### src/rtl/hs_pkg.sv
package hs_pkg;

    typedef enum logic [1:0] {
        ST_IDLE    = 2'd0,
        ST_SETUP   = 2'd1,
        ST_WAIT_HI = 2'd2,
        ST_WAIT_LO = 2'd3
    } hs_state_e;

endpackage

### src/rtl/hs_ack_sync.sv
module hs_ack_sync #(
    parameter int STAGES = 2
) (
    input  logic clk,
    input  logic rst_n,
    input  logic async_i,
    output logic sync_o
);
    logic [STAGES-1:0] chain_d, chain_q;

    generate
        if (STAGES == 1) begin : g_one
            always_comb chain_d = async_i;
        end else begin : g_many
            always_comb chain_d = {chain_q[STAGES-2:0], async_i};
        end
    endgenerate

    always_ff @(posedge clk or negedge rst_n) begin
        if (!rst_n) chain_q <= '0;
        else        chain_q <= chain_d;
    end

    assign sync_o = chain_q[STAGES-1];
endmodule

### src/rtl/hs_phase_fsm.sv
module hs_phase_fsm
    import hs_pkg::*;
#(
    parameter int SETUP_CYC   = 2,
    parameter int TIMEOUT_CYC = 256
) (
    input  logic clk,
    input  logic rst_n,
    input  logic cmd_valid,
    input  logic ack_s,
    output logic cmd_ready,
    output logic load_o,
    output logic capture_o,
    output logic busy_o,
    output logic req_o,
    output logic done_o,
    output logic err_o
);
    localparam int CMAX = (TIMEOUT_CYC > SETUP_CYC) ? TIMEOUT_CYC : SETUP_CYC;
    localparam int CW   = $clog2(CMAX + 1);
    localparam logic [CW-1:0] SETUP_LAST = CW'(SETUP_CYC - 1);
    localparam logic [CW-1:0] TMO_LAST   = CW'(TIMEOUT_CYC - 1);

    typedef struct packed {
        hs_state_e     st;
        logic [CW-1:0] cnt;
        logic          req;
        logic          done;
        logic          err;
    } fsm_t;

    fsm_t fsm_d, fsm_q;

    always_comb begin
        fsm_d      = fsm_q;
        fsm_d.done = 1'b0;
        fsm_d.err  = 1'b0;
        load_o     = 1'b0;
        capture_o  = 1'b0;
        unique case (fsm_q.st)
            ST_IDLE: begin
                if (cmd_valid) begin
                    load_o     = 1'b1;
                    fsm_d.cnt  = '0;
                    fsm_d.st   = ST_SETUP;
                end
            end
            ST_SETUP: begin
                if (fsm_q.cnt == SETUP_LAST) begin
                    fsm_d.cnt = '0;
                    fsm_d.req = 1'b1;
                    fsm_d.st  = ST_WAIT_HI;
                end else begin
                    fsm_d.cnt = fsm_q.cnt + 1'b1;
                end
            end
            ST_WAIT_HI: begin
                if (ack_s) begin
                    capture_o = 1'b1;
                    fsm_d.req = 1'b0;
                    fsm_d.st  = ST_WAIT_LO;
                end else if (fsm_q.cnt == TMO_LAST) begin
                    fsm_d.req = 1'b0;
                    fsm_d.err = 1'b1;
                    fsm_d.st  = ST_IDLE;
                end else begin
                    fsm_d.cnt = fsm_q.cnt + 1'b1;
                end
            end
            ST_WAIT_LO: begin
                if (!ack_s) begin
                    fsm_d.done = 1'b1;
                    fsm_d.st   = ST_IDLE;
                end
            end
            default: fsm_d.st = ST_IDLE;
        endcase
    end

    always_ff @(posedge clk or negedge rst_n) begin
        if (!rst_n) fsm_q <= '{st: ST_IDLE, cnt: '0, req: 1'b0, done: 1'b0, err: 1'b0};
        else        fsm_q <= fsm_d;
    end

    assign cmd_ready = (fsm_q.st == ST_IDLE);
    assign busy_o    = (fsm_q.st != ST_IDLE);
    assign req_o     = fsm_q.req;
    assign done_o    = fsm_q.done;
    assign err_o     = fsm_q.err;

    assert_req_fall_R5: assert property (@(posedge clk) disable iff (!rst_n)
        $fell(req_o) |-> (err_o || $past(ack_s)));
    assert_done_err_excl_R8: assert property (@(posedge clk) disable iff (!rst_n)
        $onehot0({done_o, err_o}));
    assert_done_after_ack_low_R8: assert property (@(posedge clk) disable iff (!rst_n)
        done_o |-> ($past(!ack_s) && cmd_ready));
    assert_err_from_wait_R7: assert property (@(posedge clk) disable iff (!rst_n)
        err_o |-> ($past(req_o) && !req_o && cmd_ready));
endmodule

### src/rtl/hs_bus_regs.sv
module hs_bus_regs #(
    parameter int AW = 16,
    parameter int DW = 32
) (
    input  logic          clk,
    input  logic          rst_n,
    input  logic          load,
    input  logic          capture,
    input  logic          cmd_write,
    input  logic [AW-1:0] cmd_addr,
    input  logic [DW-1:0] cmd_wdata,
    input  logic [DW-1:0] bus_rdata,
    output logic [AW-1:0] bus_addr,
    output logic          bus_write,
    output logic [DW-1:0] bus_wdata,
    output logic [DW-1:0] rd_data
);
    typedef struct packed {
        logic [AW-1:0] addr;
        logic          wr;
        logic [DW-1:0] wdata;
        logic [DW-1:0] rdata;
    } regs_t;

    regs_t regs_d, regs_q;

    always_comb begin
        regs_d = regs_q;
        if (load) begin
            regs_d.addr  = cmd_addr;
            regs_d.wr    = cmd_write;
            regs_d.wdata = cmd_write ? cmd_wdata : '0;
        end
        if (capture && !regs_q.wr) begin
            regs_d.rdata = bus_rdata;
        end
    end

    always_ff @(posedge clk or negedge rst_n) begin
        if (!rst_n) regs_q <= '0;
        else        regs_q <= regs_d;
    end

    assign bus_addr  = regs_q.addr;
    assign bus_write = regs_q.wr;
    assign bus_wdata = regs_q.wdata;
    assign rd_data   = regs_q.rdata;
endmodule

### src/rtl/hs_master.sv
module hs_master #(
    parameter int AW          = 16,
    parameter int DW          = 32,
    parameter int SETUP_CYC   = 2,
    parameter int TIMEOUT_CYC = 256,
    parameter int SYNC_STAGES = 2
) (
    input  logic          clk,
    input  logic          rst_n,
    input  logic          cmd_valid,
    input  logic          cmd_write,
    input  logic [AW-1:0] cmd_addr,
    input  logic [DW-1:0] cmd_wdata,
    output logic          cmd_ready,
    output logic [DW-1:0] rd_data,
    output logic          done,
    output logic          err,
    output logic [AW-1:0] bus_addr,
    output logic          bus_write,
    output logic [DW-1:0] bus_wdata,
    input  logic [DW-1:0] bus_rdata,
    output logic          bus_req,
    input  logic          bus_ack
);
    localparam int AGE_W = $clog2(SETUP_CYC + 1);

    logic ack_s;
    logic load, capture, busy;

    hs_ack_sync #(.STAGES(SYNC_STAGES)) u_sync (
        .clk     (clk),
        .rst_n   (rst_n),
        .async_i (bus_ack),
        .sync_o  (ack_s)
    );

    hs_phase_fsm #(.SETUP_CYC(SETUP_CYC), .TIMEOUT_CYC(TIMEOUT_CYC)) u_fsm (
        .clk       (clk),
        .rst_n     (rst_n),
        .cmd_valid (cmd_valid),
        .ack_s     (ack_s),
        .cmd_ready (cmd_ready),
        .load_o    (load),
        .capture_o (capture),
        .busy_o    (busy),
        .req_o     (bus_req),
        .done_o    (done),
        .err_o     (err)
    );

    hs_bus_regs #(.AW(AW), .DW(DW)) u_regs (
        .clk       (clk),
        .rst_n     (rst_n),
        .load      (load),
        .capture   (capture),
        .cmd_write (cmd_write),
        .cmd_addr  (cmd_addr),
        .cmd_wdata (cmd_wdata),
        .bus_rdata (bus_rdata),
        .bus_addr  (bus_addr),
        .bus_write (bus_write),
        .bus_wdata (bus_wdata),
        .rd_data   (rd_data)
    );

    // Checker state: cycles since the bus fields were last loaded, saturating.
    logic [AGE_W-1:0] age_d, age_q;
    always_comb begin
        if (load)                                age_d = '0;
        else if (age_q != AGE_W'(SETUP_CYC))     age_d = age_q + 1'b1;
        else                                     age_d = age_q;
    end
    always_ff @(posedge clk or negedge rst_n) begin
        if (!rst_n) age_q <= AGE_W'(SETUP_CYC);
        else        age_q <= age_d;
    end

    assert_req_setup_R2: assert property (@(posedge clk) disable iff (!rst_n)
        $rose(bus_req) |-> (age_q == AGE_W'(SETUP_CYC)));
    assert_addr_hold_R6: assert property (@(posedge clk) disable iff (!rst_n)
        (busy && $past(busy)) |-> ($stable(bus_addr) && $stable(bus_write) && $stable(bus_wdata)));
endmodule

### config.mk
export PLATFORM = sky130hd
export DESIGN_NAME = hs_master
export DESIGN_NICKNAME = d
export VERILOG_FILES = /design/src/rtl/hs_pkg.sv /design/src/rtl/hs_ack_sync.sv /design/src/rtl/hs_phase_fsm.sv /design/src/rtl/hs_bus_regs.sv /design/src/rtl/hs_master.sv
export SDC_FILE = /design/constraint.sdc
export NUM_CORES = 1
export LEC_CHECK = 0
export ABC_AREA = 1
export BUFFER_PORTS_ARGS = -buffer_cell sky130_fd_sc_hd__buf_2
export CAP_MARGIN = 25
export CELL_PAD_IN_SITES_DETAIL_PLACEMENT = 1
export CELL_PAD_IN_SITES_GLOBAL_PLACEMENT = 1
export CORE_MARGIN = 8
export CORE_UTILIZATION = 38
export CTS_CLUSTER_DIAMETER = 120
export CTS_CLUSTER_SIZE = 25
export DETAILED_ROUTE_END_ITERATION = 7
export GPL_TIMING_DRIVEN = 0
export HOLD_SLACK_MARGIN = 0.1
export PLACE_DENSITY = 0.91
export SETUP_SLACK_MARGIN = 0.4
export SLEW_MARGIN = 40
export SYNTH_ARGS = -nofsm -noshare
export SYNTH_HDL_FRONTEND = slang
export SYNTH_SLANG_ARGS = --single-unit
### constraint.sdc
create_clock -name clk -period 2.75 [get_ports clk]
set_clock_uncertainty 0.1 [all_clocks]
set_input_delay 0.4125 -clock clk [delete_from_list [all_inputs] [get_ports clk]]
set_output_delay 0.4125 -clock clk [all_outputs]
set_load 0.01 [all_outputs]
==> impl_metrics.tcl <==
set metrics [dict create \
    grt_pass1_vias 4062 \
    fillCellCount 1318 \
    setup_viol_count_final 0 \
    rsz0062_at_grt "no" \
    power_leakage_nw 3.09 \
    gp_congestion 0.800 \
    via_per_inst 4.74 \
    clock_latency_ns 0.36 \
    grt_remaining_overflow 0 \
    crit_family "simple AND/OR/NAND/NOR gates" \
    hpwl_microns 9720 \
    fin_crit_ns 2.16 \
    vias 3550 \
    multi_input_area_sq_um 1590 \
    drc 0 \
    ant_nets 0 \
    report.final.slew_viol_count 0 \
    fin_cells 749 \
    clk_path_buf_depth 2 \
    seqCellArea_sq_um 2430 \
    grt_pass1_wl_microns 20000 \
    crit_type "reg -> reg" \
    end_kind "register" \
    core_region_area_sq_um 10800 \
    drive_gt1_share_pct 37.9 \
    cts_buffers 9 \
    ir_worst_vdd_mv 0.404 \
    syn_area_sq_um 4210 \
    tightest_slew_ns 0.524 \
    required_ns 2.90 \
    num_rows 38 \
    cts_root_buffer "clkbuf_8" \
    status "finished, final reports clean" \
    synth_warnings 0 \
    hp-class "in -> reg" \
    maxCapViolCount 0 \
    clk_pin_slew_ns 0.10 \
    avgSynthCellArea_sq_um 9.98 \
    mostFrequentLayoutCells "buf_2, nand2_1, dfrtp_1" \
    hold_viol_final 0 \
    arrival_ns 2.31 \
    clkSinkCount 97 \
    final_common_cell "buf_2" \
    setup_slack_ns 0.586 \
    fmax_ghz 0.462 \
    critPathBufInv 3 \
    cts_tree "done" \
    diodes 0 \
    synthesis.instances 422 \
    nets 697 \
    grt_max_degree 60 \
    dr.pass1.iters 4 \
    min_period_over_period_pct 78.7 \
    tns_ns 0 \
    synth_nets 514 \
    p_per_area_nw_per_um2 1050 \
    drt_iter0_markers 118 \
    synth_cell_type_count 24 \
    dp_slack_ns 0.577 \
    grt_antenna_before_repair 1 \
    cpMaxStageDelayCell "dfrtp_1" \
    initial_core_util_pct 38.9 \
    die_y_microns 121 \
    synth.ff_latch_count 97 \
    routed_wl_microns 12400 \
    dp.cells 731 \
    crit_chain "ha_1, nand2_1, inv_1, nand2_1, nor3_1, ha_1, nand2_1, nand2_2, nor2_4, buf_6, buf_12, nand3_1, nand2_1" \
    io_buffers 168 \
    wl_per_cell_microns 16.5 \
    dieArea_sq_um 14700 \
    cts-htree-levels 3 \
    max_stage_delay_ns 0.43 \
    critical_path.startpoint_type "register" \
    cp_common_cell "nand2_1" \
    io_pins 170 \
    grt_usage_pct 17.0 \
    max_slew_margin_pct 65.1 \
    dieWidth_microns 121 \
    total_power_mw 5.75 \
    crit_fanout 7 \
    area_growth_pct 30.5 \
    ys_seq_area_share_pct 57.6 \
]
worst min-delay path: stages:
cell and delay, ns:
buf_2 0.08, nand2_1 0.04, nand2_1 0.04
per-layer routing:
layer  vias up  GRT usage, %  routed length, microns
met2       110          30.3                    6520
met1      1712          18.3                    4650
met4         2          6.48                     310
li1       1699             -                       -
met5         -             0                       8
met3        27          5.72                     908
stage by stage:
stage,hold WS [ns],area (sq um),util [%]
detailed placement,0.211,5270,48.6
CTS,0.118,5470,50.5
global route,0.140,5500,50.7
global placement,0.233,5230,48.2
floorplan,0.0169,4210,-
finish,0.135,5500,50.7
registers in the layout, indices dropped and copies added (netlist names):
| signal | count |
|---|---|
| u_regs.bus_wdata | 32 |
| u_regs.rd_data | 32 |
| u_regs.bus_addr | 16 |
| u_fsm.fsm_q | 11 |
| u_sync.chain_q | 2 |
| u_fsm.done_o | 1 |
| u_fsm.err_o | 1 |
| u_fsm.req_o | 1 |
| u_regs.bus_write | 1 |
logic make-up (layout without fill, tap and decap cells):
family / count (synthesis) / count (layout) / synth area share [%]
flip-flops: 97 / 97 / 57.6
AO/OA/AOI/OAI: 43 / 43 / 5.41
buffers and inverters: 44 / 231 / 4.78
AND/OR/NAND/NOR: 199 / 199 / 18.9
multiplexers: 32 / 32 / 11.2
adder cells (fa/ha/maj): 7 / 7 / 2.08
timing repair:
item                                    CTS  global route
buffers inserted                          0             1
endpoints found under the hold margin    39             0
resized for setup                         0             3
hold buffers                              2             0
endpoints found under the setup margin    0            11
report_power, final:
group	total [mW]	switching [mW]	internal (mW)	leakage, nW
Sequential	2.36	0.335	2.02	1.21
Clock	0.906	0.490	0.416	0.0925
Combinational	2.49	1.36	1.13	1.79
final cells by class:
| cell class | instances | share of cell area, % |
|---|---|---|
| Buffer | 19 | 1.96 |
| Tap cell | 140 | 3.19 |
| Clock inverter | 5 | 1.02 |
| Multi-Input combinational cell | 281 | 28.8 |
| Timing Repair Buffer | 172 | 16.7 |
| Inverter | 25 | 1.78 |
| Clock buffer | 10 | 2.32 |
| Sequential cell | 97 | 44.2 |
final timing paths:
path,from,end,slack [ns],depth (start not counted)
max,u_fsm.fsm_q[4],u_fsm.fsm_q[7],0.59,13
min,cmd_addr[7],u_regs.bus_addr[7],0.14,3
max in group asynchronous,rst_n,u_fsm.fsm_q[3],1.54,3
min in group asynchronous,rst_n,u_regs.bus_wdata[14],0.41,2
max reg2reg,u_fsm.fsm_q[4],u_fsm.fsm_q[7],0.59,13
min reg2reg,u_sync.chain_q[0],u_sync.chain_q[1],0.26,0
synthesized netlist by cell type, drive strengths merged:
master / instances / area, sq um
nand2: 169 / 647
dfrtp: 97 / 2430
o21ai: 37 / 185
mux2: 32 / 473
inv: 24 / 90.1
nand3: 16 / 80.1
clkbuf: 12 / 45.0
nor2: 10 / 45.0
buf: 7 / 62.6
ha: 7 / 87.6
a21oi: 3 / 15.0
nor3: 2 / 10.0
o211a: 2 / 20.0
a22oi: 1 / 7.51
clkinv: 1 / 3.75
nand4: 1 / 6.26
or3: 1 / 6.26
Power figures use the tool's default switching activity.
